==> src/rtl/slot_alloc_pkg.sv <==
package slot_alloc_pkg;

   typedef enum logic [2:0] {
      CLS_WIDE,
      CLS_CYCLE,
      CLS_INSTR,
      CLS_LONE,
      CLS_TRIO,
      CLS_EVEN,
      CLS_SPAN
   } aff_cls_e;

   function automatic aff_cls_e classify(input logic [7:0] code);
      aff_cls_e c;
      case (code)
         8'h02: c = CLS_CYCLE;
         8'h8C: c = CLS_INSTR;
         8'h01, 8'h97, 8'h9A, 8'h9F: c = CLS_LONE;
         8'h8D, 8'h8E, 8'h8F, 8'h90, 8'h93, 8'h94, 8'h95, 8'h96,
         8'h98, 8'h99, 8'h9B, 8'h9C, 8'hBF, 8'hC0, 8'hC1, 8'hC4,
         8'hC5, 8'hC6, 8'hC8, 8'hCA, 8'hCB: c = CLS_TRIO;
         8'hF5, 8'hF6, 8'hF7, 8'hFD: c = CLS_EVEN;
         8'hF8: c = CLS_SPAN;
         default: c = CLS_WIDE;
      endcase
      return c;
   endfunction

   function automatic logic slot_allowed(input aff_cls_e c, input int unsigned n);
      logic r;
      case (c)
         CLS_CYCLE: r = (n == 0) || (n >= 2);
         CLS_INSTR: r = (n == 1) || (n == 7);
         CLS_LONE:  r = (n == 7);
         CLS_TRIO:  r = (n >= 5) && (n <= 7);
         CLS_EVEN:  r = (n == 2) || (n == 4) || (n == 6);
         CLS_SPAN:  r = (n >= 2) && (n <= 7);
         default:   r = (n >= 2);
      endcase
      return r;
   endfunction

endpackage

==> src/rtl/slot_affinity.sv <==
module slot_affinity
   import slot_alloc_pkg::*;
#(
   parameter int NUM_SLOTS = 10,
   parameter int CODE_W    = 8
) (
   input  logic [CODE_W-1:0]    code,
   output logic [NUM_SLOTS-1:0] mask
);
   aff_cls_e cls;

   assign cls = classify(code);

   for (genvar i = 0; i < NUM_SLOTS; i++) begin : g_bit
      assign mask[i] = slot_allowed(cls, i);
   end
endmodule

==> src/rtl/slot_pick.sv <==
module slot_pick #(
   parameter int NUM_SLOTS = 10,
   localparam int IDX_W    = $clog2(NUM_SLOTS)
) (
   input  logic [NUM_SLOTS-1:0] cand,
   output logic                 found,
   output logic [IDX_W-1:0]     idx,
   output logic [NUM_SLOTS-1:0] grant
);
   assign found = |cand;
   assign grant = cand & (~cand + NUM_SLOTS'(1));

   always_comb begin
      idx = '0;
      for (int i = NUM_SLOTS - 1; i >= 0; i--) begin
         if (cand[i]) idx = IDX_W'(i);
      end
   end
endmodule

==> src/rtl/slot_alloc.sv <==
module slot_alloc #(
   parameter int NUM_SLOTS = 10,
   parameter int CODE_W    = 8,
   localparam int IDX_W    = $clog2(NUM_SLOTS)
) (
   input  logic                 clk,
   input  logic                 rst_n,
   input  logic                 req_valid,
   output logic                 req_ready,
   input  logic [CODE_W-1:0]    req_code,
   input  logic                 rel_valid,
   output logic                 rel_ready,
   input  logic [IDX_W-1:0]     rel_slot,
   output logic                 rsp_valid,
   output logic                 rsp_ok,
   output logic [IDX_W-1:0]     rsp_slot,
   output logic [NUM_SLOTS-1:0] busy_o
);
   if (NUM_SLOTS < 8) begin : g_chk_slots
      $error("slot_alloc: NUM_SLOTS must be at least 8");
   end
   if (CODE_W != 8) begin : g_chk_code
      $error("slot_alloc: CODE_W must be 8");
   end

   logic [NUM_SLOTS-1:0] aff_mask;
   logic [NUM_SLOTS-1:0] rel_clr;
   logic [NUM_SLOTS-1:0] busy_eff;
   logic [NUM_SLOTS-1:0] cand;
   logic [NUM_SLOTS-1:0] grant;
   logic [IDX_W-1:0]     pick_idx;
   logic                 pick_found;
   logic                 rel_hit;

   logic [NUM_SLOTS-1:0] busy_q;
   logic                 rsp_valid_q;
   logic                 rsp_ok_q;
   logic [IDX_W-1:0]     rsp_slot_q;

   assign req_ready = 1'b1;
   assign rel_ready = 1'b1;

   slot_affinity #(.NUM_SLOTS(NUM_SLOTS), .CODE_W(CODE_W)) u_aff (
      .code (req_code),
      .mask (aff_mask)
   );

   assign rel_hit = rel_valid && ({1'b0, rel_slot} < (IDX_W+1)'(NUM_SLOTS));

   for (genvar i = 0; i < NUM_SLOTS; i++) begin : g_rel
      assign rel_clr[i] = rel_hit && (rel_slot == IDX_W'(i));
   end

   // release takes effect before the request looks at the free set
   assign busy_eff = busy_q & ~rel_clr;
   assign cand     = aff_mask & ~busy_eff;

   slot_pick #(.NUM_SLOTS(NUM_SLOTS)) u_pick (
      .cand  (cand),
      .found (pick_found),
      .idx   (pick_idx),
      .grant (grant)
   );

   always_ff @(posedge clk or negedge rst_n) begin
      if (!rst_n) begin
         busy_q      <= '0;
         rsp_valid_q <= 1'b0;
         rsp_ok_q    <= 1'b0;
         rsp_slot_q  <= '0;
      end else begin
         rsp_valid_q <= req_valid;
         if (req_valid) begin
            rsp_ok_q   <= pick_found;
            rsp_slot_q <= pick_found ? pick_idx : '0;
            busy_q     <= pick_found ? (busy_eff | grant) : busy_eff;
         end else begin
            busy_q     <= busy_eff;
         end
      end
   end

   assign rsp_valid = rsp_valid_q;
   assign rsp_ok    = rsp_ok_q;
   assign rsp_slot  = rsp_slot_q;
   assign busy_o    = busy_q;
endmodule

==> config.mk <==
export PLATFORM = sky130hd
export DESIGN_NAME = slot_alloc
export DESIGN_NICKNAME = d
export VERILOG_FILES = /design/src/rtl/slot_alloc_pkg.sv /design/src/rtl/slot_affinity.sv /design/src/rtl/slot_pick.sv /design/src/rtl/slot_alloc.sv
export SDC_FILE = /design/constraint.sdc
export NUM_CORES = 1
export LEC_CHECK = 0
export BUFFER_PORTS_ARGS = -buffer_cell sky130_fd_sc_hd__buf_2
export CAP_MARGIN = 20
export CORE_MARGIN = 8
export CORE_UTILIZATION = 52
export CTS_CLUSTER_SIZE = 10
export DETAILED_ROUTE_END_ITERATION = 6
export PLACE_DENSITY = 0.89
export SYNTH_ARGS = -nofsm -noshare
export SYNTH_HDL_FRONTEND = slang
export SYNTH_SLANG_ARGS = --single-unit
==> constraint.sdc <==
create_clock -name clk -period 1.85 [get_ports clk]
set_input_delay 0.185 -clock clk [delete_from_list [all_inputs] [get_ports clk]]
set_output_delay 0.185 -clock clk [all_outputs]
set_load 0.05 [all_outputs]
==> flow_summary.json <==
{
  "fill_cells": 162,
  "hold_viol_final": 0,
  "area_delta_synth_final_pct": 34.7,
  "slowest_stage": "o32a_1",
  "cts_sinks": 16,
  "r2r_end": "rsp_ok$_DFFE_PN0P_",
  "critPathMaxStageDelay_ns": 0.34,
  "postRouteAntennaNets": 0,
  "avgSynthCellArea_um2": 8.83,
  "setup_ws_ns": 0.128,
  "yosysWarnings": 0,
  "hold_start": "req_valid",
  "routabilityCongestion": 1.05,
  "gr-usage-met3_pct": 4.64,
  "yosysTopAreaCell": "dfrtp_1",
  "outcome": "finished, final reports clean",
  "ctsHoldBuffers": 1,
  "clk_pin_slew_worst_paths_ns": 0.09,
  "drc_errors": 0,
  "htree_levels": 1,
  "cp.required_ns": 2.03,
  "yosys.cell_types.count": 54,
  "antenna_found_initial": 0,
  "ys_seq_elements": 16,
  "post_cts_buffers": 0,
  "async_flop_share_pct": 100,
  "postLayoutCoreUtil_pct": 74.6,
  "layout_min_cycle_time_ns": 1.72,
  "die_x_um": 64.8,
  "core_mm2": 0.00223,
  "ios": 34,
  "ir_drop_mv": 0.846,
  "syn_area_mm2": 0.00124,
  "synth_cells": 140,
  "crit_type": "input pin to register",
  "port-buffer-count": 31,
  "synth_top_area_share_pct": 32.4,
  "crit_fanout": 7,
  "arrival_ns": 1.90,
  "wl_per_cell_um": 16.4,
  "r2r_slack_ns": 0.27,
  "hold_path_class": "input pin to register",
  "hold_depth": 1,
  "r2r_start": "busy_o[1]$_DFF_PN0_",
  "synth_edf_count": 0,
  "max_cap_viol_count": 0,
  "busiest_layer": "met2",
  "antenna_cells": 0,
  "die_y_um": 64.8,
  "start_kind": "input pin",
  "dr.pass1.iters": 4,
  "cts_resized": 0,
  "rsz0062_at_grt": "no",
  "ys_seq_area_share_pct": 32.4,
  "power_density_mw_per_mm2": 837,
  "grt_pass1_wl_um": 6320,
  "fmax_ghz": 0.581,
  "worst_hold_path.endpoint": "rsp_valid$_DFF_PN0_",
  "setup_violations": 0,
  "ys.flop_type": "dfrtp_1",
  "tritoncts": "done",
  "cts_buffer_depth": 2,
  "nets": 217,
  "grt_start_max_net_pins": 17,
  "track_usage_pct": 18.5,
  "die_area_mm2": 0.00419,
  "wl_um": 3730,
  "crit_path_end_kind": "register",
  "skew_ns": 0.00505,
  "crit_cells": 8,
  "grtUsageMet2_pct": 31.6,
  "cts-root-buf": "clkbuf_4",
  "drt_iter0_markers": 64,
  "dpl_worst_slack_ns": -0.157,
  "slew_violations": 0,
  "grt_pass1_vias": 1375,
  "worstRegToRegCells": 6,
  "dr_total_vias": 1354,
  "cp_num_buf_inv": 1,
  "fin_hold_ws_ns": 0.111,
  "viasPerCell": 5.94,
  "hpwl_um": 3120,
  "most-common-layout-cells": "buf_2, buf_4, nand2_1, dfrtp_1, o21ai_0",
  "use_met1_pct": 22.9,
  "critical_path.cell_chain": "buf_2, mux2_4, o221ai_1, and4_4, or4_4, a31oi_2, a21o_4, o32a_1",
  "start_util_pct": 55.4,
  "min_period_over_period_pct": 93.1,
  "critPathTopFamily": "compound AO/OA/AOI/OAI gates",
  "row_count": 17,
  "yosys-top-cells-area": "dfrtp_1, o21ai_0, nand2_1",
  "cts_buffers": 3,
  "clk_latency_ns": 0.29,
  "power.leakage_nw": 0.742,
  "drive_gt1_share_pct": 41.0,
  "grt_overflow_total": 0
}
-- cell type report --
cell class              count  area [um^2]  area share [%]
inverters                   4         17.5            1.05
repair buffers             63          398            23.9
flip-flops and latches     16          400            24.0
well taps                  28         35.0            2.10
multi-input cells         113          778            46.7
clock buffers               4         36.3            2.18
-- cell families after synthesis --
group / synth area share (%)
AND/OR/NAND/NOR: 28.9
AO/OA/AOI/OAI: 29.8
flip-flops: 32.4
buffers and inverters: 5.57
multiplexers: 3.04
other: 0.303
-- worst register-to-register path: cells and delay by family (launching register included) --
| family | cells | cell delay, ns |
|---|---|---|
| AOI/OAI and AO/OA | 2 | 0.39 |
| buffers and inverters | 1 | 0.23 |
| DFF | 1 | 0.36 |
| and+or+nand+nor | 3 | 0.50 |
-- power breakdown --
| group | internal [mW] | switching, mW | leakage, nW | total (mW) |
|---|---|---|---|---|
| clock network | 0.120 | 0.112 | 0.0210 | 0.231 |
| logic | 0.240 | 0.478 | 0.547 | 0.718 |
| registers | 0.413 | 0.0318 | 0.175 | 0.445 |
-- cell usage after synthesis (all sizes together) (3+ instances only) --
cell,instances
a21oi,6
a31oi,3
buf,6
dfrtp,16
inv,4
nand2,16
nand2b,5
nand3,3
nor2,11
nor3,3
nor4,3
o21a,3
o21ai,13
o31ai,6
or2,4
-- per-layer routing --
metal / part of all wire [%] / up-vias / routed length, um
met1: 42 / 636 / 1570
li1: - / 654 / -
met4: 1.4 / 0 / 53
met3: 7.9 / 8 / 296
met2: 49 / 56 / 1810
met5: 0 / - / 0
-- metrics by stage --
stage               cell area (um^2)  setup TNS [ns]  instances  power (mW)
global route                    1670               0        228        1.47
global placement                1620          -0.679        223        1.15
detailed placement              1620           -1.09        223        1.17
finish                          1670               0        228        1.39
CTS                             1670               0        228        1.40
floorplan                       1250         -0.0116        141       0.948
-- flip-flops by register name (all words and copies together) (netlist names) --
| signal | count |
|---|---|
| rsp_ok | 1 |
| busy_o | 10 |
| rsp_valid | 1 |
| rsp_slot | 4 |
-- worst max path at each step --
stage | start | endpoint | slack [ns]
3_3_place_gp | req_code[2] | rsp_ok$_DFFE_PN0P_ | -0.11
6_report | req_code[2] | rsp_ok$_DFFE_PN0P_ | 0.13
2_1_floorplan | req_code[2] | rsp_slot[3]$_DFFE_PN0P_ | -0.01
4_1_cts | req_code[2] | rsp_ok$_DFFE_PN0P_ | 0.15
5_1_grt | req_code[2] | busy_o[9]$_DFF_PN0_ | 0.07
3_5_place_dp | req_code[2] | rsp_ok$_DFFE_PN0P_ | -0.16
Note: power is estimated with default switching activity, not from simulation.
